## config.mk

```make
export PLATFORM = sky130hd
export DESIGN_NAME = pmp_csr_bank
export DESIGN_NICKNAME = d
export VERILOG_FILES = /design/src/rtl/pmp_csr_pkg.sv /design/src/rtl/pmp_entry_reg.sv /design/src/rtl/pmp_sec_reg.sv /design/src/rtl/pmp_csr_rmux.sv /design/src/rtl/pmp_csr_bank.sv
export SDC_FILE = /design/constraint.sdc
export NUM_CORES = 2
export LEC_CHECK = 0
export ABC_CLOCK_PERIOD_IN_PS = 9100
export BUFFER_PORTS_ARGS = -buffer_cell sky130_fd_sc_hd__buf_2
export CORE_AREA = 10 10 270 272
export CTS_BUF_LIST = sky130_fd_sc_hd__clkbuf_4
export DETAILED_ROUTE_END_ITERATION = 12
export DIE_AREA = 0 0 280 282
export PLACE_DENSITY = 0.68
export SETUP_SLACK_MARGIN = 0.3
export SLEW_MARGIN = 40
export SYNTH_ARGS = -nofsm -noshare
export SYNTH_HDL_FRONTEND = slang
export SYNTH_SLANG_ARGS = --single-unit
```

## constraint.sdc

```tcl
create_clock -name clk -period 9.1 [get_ports clk]
set_input_delay 1.82 -clock clk [delete_from_list [all_inputs] [get_ports clk]]
set_output_delay 1.82 -clock clk [all_outputs]
set_load 0.1 [all_outputs]
```

## src/rtl/pmp_csr_pkg.sv

```systemverilog
package pmp_csr_pkg;

    localparam int XLEN          = 32;
    localparam int BYTES_PER_CSR = XLEN / 8;

    typedef enum logic [1:0] {
        SP_CFG  = 2'd0,
        SP_ADDR = 2'd1,
        SP_SEC  = 2'd2,
        SP_NONE = 2'd3
    } csr_space_e;

    typedef enum logic [1:0] {
        AM_OFF   = 2'd0,
        AM_TOR   = 2'd1,
        AM_NA4   = 2'd2,
        AM_NAPOT = 2'd3
    } amode_e;

    typedef struct packed {
        logic       lock;
        logic [1:0] rsvd;
        amode_e     amode;
        logic       x;
        logic       w;
        logic       r;
    } cfg_t;

    typedef struct packed {
        logic rlb;
        logic mmwp;
        logic mml;
    } sec_t;

    function automatic logic cfg_write_ok(logic enh, sec_t sec, cfg_t cur, cfg_t nw);
        logic shared_wx;
        shared_wx = ({nw.x, nw.w, nw.r} == 3'b110);
        if (!enh)
            return !cur.lock;
        return sec.rlb
            | (!sec.mml & !cur.lock)
            | (sec.mml & nw.lock & !nw.x)
            | (sec.mml & !nw.lock & !shared_wx);
    endfunction

    function automatic logic addr_write_ok(cfg_t own, logic has_next, cfg_t nxt);
        logic tor_guard;
        tor_guard = has_next & nxt.lock & (nxt.amode == AM_TOR);
        return !tor_guard & !own.lock;
    endfunction

endpackage

```

## src/rtl/pmp_entry_reg.sv

```systemverilog
module pmp_entry_reg
    import pmp_csr_pkg::*;
#(
    parameter bit HAS_NEXT = 1'b1
) (
    input  logic            clk,
    input  logic            rst,
    input  logic            enh_en,
    input  sec_t            sec,
    input  logic            cfg_we,
    input  logic [7:0]      cfg_wbyte,
    input  logic            addr_we,
    input  logic [XLEN-1:0] addr_wdata,
    input  cfg_t            next_cfg,
    output cfg_t            cfg_q,
    output logic [XLEN-1:0] addr_q
);

    logic cfg_take;
    logic addr_take;

    always_comb begin
        cfg_take  = cfg_we  && cfg_write_ok(enh_en, sec, cfg_q, cfg_t'(cfg_wbyte));
        addr_take = addr_we && addr_write_ok(cfg_q, HAS_NEXT, next_cfg);
    end

    always_ff @(posedge clk) begin
        if (rst) begin
            cfg_q  <= '0;
            addr_q <= '0;
        end else begin
            if (cfg_take)
                cfg_q <= cfg_t'(cfg_wbyte);
            if (addr_take)
                addr_q <= addr_wdata;
        end
    end

endmodule

```

## src/rtl/pmp_sec_reg.sv

```systemverilog
module pmp_sec_reg
    import pmp_csr_pkg::*;
(
    input  logic       clk,
    input  logic       rst,
    input  logic       we,
    input  logic [2:0] wbits,
    input  logic       any_locked,
    output sec_t       sec_q
);

    sec_t wr;

    always_comb begin
        wr      = sec_t'(wbits);
        wr.mml  = wr.mml  | sec_q.mml;
        wr.mmwp = wr.mmwp | sec_q.mmwp;
        wr.rlb  = wr.rlb  & (sec_q.rlb | !any_locked);
    end

    always_ff @(posedge clk) begin
        if (rst)
            sec_q <= '0;
        else if (we)
            sec_q <= wr;
    end

endmodule

```

## src/rtl/pmp_csr_rmux.sv

```systemverilog
module pmp_csr_rmux
    import pmp_csr_pkg::*;
#(
    parameter int N_ENTRIES = 16,
    parameter int IDX_W     = 8
) (
    input  logic [1:0]       space,
    input  logic [IDX_W-1:0] idx,
    input  cfg_t             cfg_all  [N_ENTRIES],
    input  logic [XLEN-1:0]  addr_all [N_ENTRIES],
    input  sec_t             sec,
    output logic [XLEN-1:0]  rdata
);

    always_comb begin
        rdata = '0;
        case (csr_space_e'(space))
            SP_CFG: begin
                for (int e = 0; e < N_ENTRIES; e++) begin
                    if (idx == IDX_W'(e / BYTES_PER_CSR))
                        rdata[(e % BYTES_PER_CSR)*8 +: 8] = cfg_all[e];
                end
            end
            SP_ADDR: begin
                for (int e = 0; e < N_ENTRIES; e++) begin
                    if (idx == IDX_W'(e))
                        rdata = addr_all[e];
                end
            end
            SP_SEC:  rdata[2:0] = sec;
            default: rdata = '0;
        endcase
    end

endmodule

```

## src/rtl/pmp_csr_bank.sv

```systemverilog
module pmp_csr_bank
    import pmp_csr_pkg::*;
#(
    parameter int N_ENTRIES = 16,
    parameter int IDX_W     = 8
) (
    input  logic                      clk,
    input  logic                      rst,
    input  logic                      enh_en,
    input  logic                      csr_we,
    input  logic [1:0]                csr_space,
    input  logic [IDX_W-1:0]          csr_idx,
    input  logic [XLEN-1:0]           csr_wdata,
    output logic [XLEN-1:0]           csr_rdata,
    output logic [N_ENTRIES*8-1:0]    cfg_o,
    output logic [N_ENTRIES*XLEN-1:0] addr_o,
    output logic                      sec_mml,
    output logic                      sec_mmwp,
    output logic                      sec_rlb
);

    cfg_t            cfg_q  [N_ENTRIES];
    logic [XLEN-1:0] addr_q [N_ENTRIES];
    sec_t            sec_q;
    logic            any_locked;
    logic            cfg_space_we;
    logic            addr_space_we;
    logic            sec_space_we;

    assign cfg_space_we  = csr_we && (csr_space_e'(csr_space) == SP_CFG);
    assign addr_space_we = csr_we && (csr_space_e'(csr_space) == SP_ADDR);
    assign sec_space_we  = csr_we && (csr_space_e'(csr_space) == SP_SEC);

    for (genvar e = 0; e < N_ENTRIES; e++) begin : g_ent
        localparam bit LAST = (e == N_ENTRIES - 1);
        cfg_t nxt;
        logic ent_cfg_we;
        logic ent_addr_we;

        if (LAST) begin : g_last
            assign nxt = '0;
        end else begin : g_mid
            assign nxt = cfg_q[e+1];
        end

        assign ent_cfg_we  = cfg_space_we  && (csr_idx == IDX_W'(e / BYTES_PER_CSR));
        assign ent_addr_we = addr_space_we && (csr_idx == IDX_W'(e));

        pmp_entry_reg #(.HAS_NEXT(!LAST)) u_ent (
            .clk        (clk),
            .rst        (rst),
            .enh_en     (enh_en),
            .sec        (sec_q),
            .cfg_we     (ent_cfg_we),
            .cfg_wbyte  (csr_wdata[(e % BYTES_PER_CSR)*8 +: 8]),
            .addr_we    (ent_addr_we),
            .addr_wdata (csr_wdata),
            .next_cfg   (nxt),
            .cfg_q      (cfg_q[e]),
            .addr_q     (addr_q[e])
        );

        assign cfg_o[e*8 +: 8]     = cfg_q[e];
        assign addr_o[e*XLEN +: XLEN] = addr_q[e];
    end

    always_comb begin
        any_locked = 1'b0;
        for (int e = 0; e < N_ENTRIES; e++)
            any_locked = any_locked | cfg_q[e].lock;
    end

    pmp_sec_reg u_sec (
        .clk        (clk),
        .rst        (rst),
        .we         (sec_space_we),
        .wbits      (csr_wdata[2:0]),
        .any_locked (any_locked),
        .sec_q      (sec_q)
    );

    pmp_csr_rmux #(.N_ENTRIES(N_ENTRIES), .IDX_W(IDX_W)) u_rmux (
        .space    (csr_space),
        .idx      (csr_idx),
        .cfg_all  (cfg_q),
        .addr_all (addr_q),
        .sec      (sec_q),
        .rdata    (csr_rdata)
    );

    assign sec_mml  = sec_q.mml;
    assign sec_mmwp = sec_q.mmwp;
    assign sec_rlb  = sec_q.rlb;

endmodule

```

# Word-level counts from Yosys, hierarchy flattened
# Index checks and enable logic that the tools add are counted.
# op_classes
reduce_logical	102
n_bitwise	129
n_mux	50
n_div	0
n_addsub	0
n_eq_ne	36
n_lt_le_gt_ge	0
mul	0
shifts	0
# op_table
cell	count
32-bit two-way mux	16
8-bit two-way mux	16
1-bit bitwise OR	66
8-bit by 4-bit == test with 1-bit output, second input constant	8
1-bit AND	63
29-bit case mux with 2 select lines	1
1-bit logical AND	55
1-bit zero test	45
2-bit by 1-bit == test with 1-bit output, second input constant	16
8-bit by 3-bit == test with 1-bit output, second input constant	4
8-bit by 2-bit == test with 1-bit output, second input constant	2
1-bit two-way mux	16
3-bit == test, second input constant	4
3-bit case mux with 3 select lines	1
8-bit by 1-bit == test with 1-bit output, second input constant	1
8-bit zero test	1
2-bit == test, second input constant	1
2-bit zero test	1
# word_totals
mem_bits_ro	0
mem_bits_rw	0
mem_count	0
inputBits	46
elab_cells	432
latch_bits	0
regBits	643

# Logic depth before layout (Yosys ltp)
# depth
word_depth	18
depth_mapped	11
mapped_depth_nobuf	5

# Hierarchy
# From an unflattened synthesis, not the netlist that was laid out.
# hier_totals
cells_unflattened	3747
hier_area_um2	31136.1
# modules_own_cells
mod	cells_each	seq_area_each_um2	area_per_inst_um2	n_inst
pmp_entry_reg (g_ent[0].u_ent ...)	182	800.8	1516.5	15
pmp_csr_rmux	786	0.0	6505.0	1
pmp_entry_reg (g_ent[15].u_ent)	181	800.8	1522.7	1
pmp_csr_bank	39	0.0	255.2	1
pmp_sec_reg	11	60.1	106.4	1

# Worst setup path before layout
# No wires, ideal clock.
# synth_path
path_type	input to output
startpoint	input csr_idx[0]
endpoint	output csr_rdata[12]
arrival_time_ns	5.682
setup_slack_ns	1.598
path_buffers	6
cell_stages	8
path_cell_list	buf_4 > buf_2 > buf_4 > buf_4 > buf_2 > clkbuf_1 > a21oi_1 > a311oi_1
# synth_between
elab_chain_len	18
# synth_lines
item	line	text
start, declared	pmp_csr_bank.sv:12	input logic [IDX_W-1:0] csr_idx,
8-bit zero test	pmp_csr_rmux.sv:20, pmp_csr_rmux.sv:26	
32-bit two-way mux (16 in a row)	pmp_csr_rmux.sv:26	if (idx == IDX_W'(e))
29-bit case mux with 2 select lines *	pmp_csr_rmux.sv:17	case (csr_space_e'(space))
end, declared	pmp_csr_bank.sv:14	output logic [XLEN-1:0] csr_rdata,
# Every way passes the cells marked *; elsewhere a longest branch is shown, timed or not.

# Worst setup path after layout
# layout_path
startpoint	input csr_idx[5]
endpoint	output csr_rdata[16]
# The elaborated chain is that of the path after synthesis.

==> impl_metrics.toml <==
[status]
status = "finished, final reports clean"

[sta]
fin_crit_ns = 7.27
rsz0062_at_grt = "no"
max_slew_margin_pct = 30.5
slew_viol_final = 0
fin_skew_ns = 0.0615
period_share_pct = 79.9
tns_ns = 0
finalHoldViolCount = 0
tightest_slew_ns = 1.03
max_freq_mhz = 137
setup_viol = 0

[setup_path]
worstReg2RegStart = "g_ent[13].u_ent.cfg_q[7]"
cp_max_fo = 31
r2r_end = "g_ent[12].u_ent.addr_q[29]"
end_kind = "output port"
critPathArrivalTime_ns = 5.45
r2r_slack_ns = 6.73
cp.required_ns = 7.28
cp-start-kind = "input port"
path_class = "input port to output port"
r2r_cells = 6

[routing]
drt-total-wl_um = 169000
viasPerCell = 6.36
first_pass_iters = 9
drtIter0Drc = 6076
dr_total_vias = 34300
route.detailed.drc = 0
wl_per_cell_um = 31.3
ant_nets = 0

[logic_synthesis]
synthTopCellsByCount = "nand2_1 (1024), a21oi_1 (691), dfxtp_1 (643)"
yosys.area.top_type_share_pct = 43.3
synth.distinct_cells = 73
ys_async_sr_fraction_pct = 0
netlist_instances = 3792
synthTopCellsByArea = "dfxtp_1 (43%), nand2_1 (13%), a21oi_1 (12%)"
synthMostInstantiatedCell = "nand2_1"
syn_nets = 3838
yosys.area.top_type = "dfxtp_1"
yosysSeqAreaShare_pct = 43.3
synthesis.area_um2 = 29700
ys_ff_latch = 643
yosys_warnings = 0
syn_area_per_cell_um2 = 7.84
synth_flop_cell = "dfxtp_1"
synth_edf_count = 0

[flow_run]
maxCapViolCount = 0

[layout]
drive_gt1_share_pct = 27.2
final_cell_area_um2 = 36100
fillers = 6720
stdcell_count = 5395
multi_input_area_um2 = 15300
seq_area_um2 = 12900
syn_to_final_growth_pct = 21.4
fin_util_pct = 53.3
nets = 4425

[global_route]
overflow = 0
grt_pass1_vias = 31200
grt_pass1_wl_um = 235000
grt_max_degree = 195
grt_antenna_before_repair = 6
grt_usage_pct = 40.7

[pwr]
p_per_area_nw_per_um2 = 164
p_leak_uw = 0.0143
vdd_drop_max_uv = 101

[hold_path]
hold_path_class = "flop to flop"
holdPathEnd = "g_ent[6].u_ent.addr_q[26]"
holdCritStartpoint = "g_ent[6].u_ent.addr_q[26]"
min_path_cells = 2

[clock_network]
cts-root-buf = "clkbuf_4"
cts_buffer_depth = 3
cts_sinks = 643
cts_max_level = 4
cts_buffers = 174
post_cts_buffers = 0
cts_tree = "done"
hold_buffers = 0
ctsResizeCount = 0
path_clk_slew_ns = 0.06
clk_latency_ns = 1.09

[placement]
dpl.cell_count = 5083
hpwlAfterDp_um = 119000
port_buffers = 720
gp_congestion = 1.01
place_area_um2 = 33800

[floorplan]
die_x_um = 280
die_area_um2 = 79000
coreArea_um2 = 67700
die_h_um = 282
ios = 721
core.rowCount = 96
initial_core_util_pct = 43.9
[layout make-up]
class                      count  share of cell area [%]
tap                          882                    3.06
clock inverter                36                   0.669
timing repair buffer         798                    12.2
sequential                   643                    35.7
inverter                      27                   0.281
antenna                        6                  0.0416
multi-input combinational   2735                    42.5
clock buffer                 268                    5.57
[state kept, by name, indices dropped and copies added (netlist names)]
| register | count |
|---|---|
| g_ent.u_ent.addr_q | 512 |
| g_ent.u_ent.cfg_q | 128 |
| u_sec.sec_q | 3 |
[metrics by stage]
| stage | setup WS [ns] | hold slack [ns] | total power (uW) |
|---|---|---|---|
| 5_1_grt | 1.75 | 0.478 | 6060 |
| 3_3_place_gp | 1.83 | 0.447 | 3220 |
| 2_1_floorplan | 1.60 | 0.889 | 3100 |
| 3_5_place_dp | 1.73 | 0.455 | 3230 |
| 6_report | 1.83 | 0.466 | 5900 |
| 4_1_cts | 1.72 | 0.463 | 5880 |
[worst max-delay path, cell delays in order]
cell      delay [ns]
buf_2           0.12
or4_1           0.60
buf_4           0.31
nor3_4          0.72
buf_4           0.38
a21oi_1         0.09
a311oi_1        0.58
o31a_1          0.33
buf_2           0.47
[cells in the final DEF, fill, tap and decap left out, types with 26 or more instances in the layout]
master and count:
clkbuf_4 268, mux2i_1 63, buf_4 65, dfxtp_1 643, inv_1 26, mux4_2 67, nand2b_1 26, nor2_1 79
a22oi_1 32, o21ai_0 179, nand2_1 1023, mux2_2 30, nand3_1 162, buf_2 718, a21oi_1 691
[power by group]
group	switching (uW)	leakage [uW]	internal (uW)	total (uW)
sequential	2.12	0.00518	2810	2820
combinational	295	0.00783	71.7	367
clock	1320	0.00134	1400	2720
total	1620	0.0143	4280	5900
[routing by layer]
metal  part of all wire [%]  global-route usage, %  vias to the layer above
met5                  0.016                      0                        -
met4                    6.1                   21.7                        4
met3                     14                   14.5                      598
met2                     44                   61.8                     2887
met1                     36                   49.9                    16300
li1                       -                      -                    14500
[cell families (layout without fill, tap and decap cells)]
family / Yosys count / after routing / synth area share (%)
AND/OR/NAND/NOR: 1428 / 1428 / 20.5
AO/OA/AOI/OAI: 1147 / 1147 / 22.2
flip-flops: 643 / 643 / 43.3
buffers and inverters: 414 / 1129 / 5.71
multiplexers: 160 / 160 / 8.33
other: 0 / 6 / 0
[how the worst max path moves through the flow]
stage / start / slack [ns] / to
after CTS: csr_idx[3] / 1.72 / csr_rdata[31]
after detailed placement: csr_idx[3] / 1.73 / csr_rdata[31]
after floorplan: csr_idx[0] / 1.60 / csr_rdata[12]
final: csr_idx[5] / 1.83 / csr_rdata[16]
after global placement: csr_idx[3] / 1.83 / csr_rdata[31]
after global routing: csr_idx[5] / 1.75 / csr_rdata[31]
No activity file was read; power rests on OpenSTA's default activity.
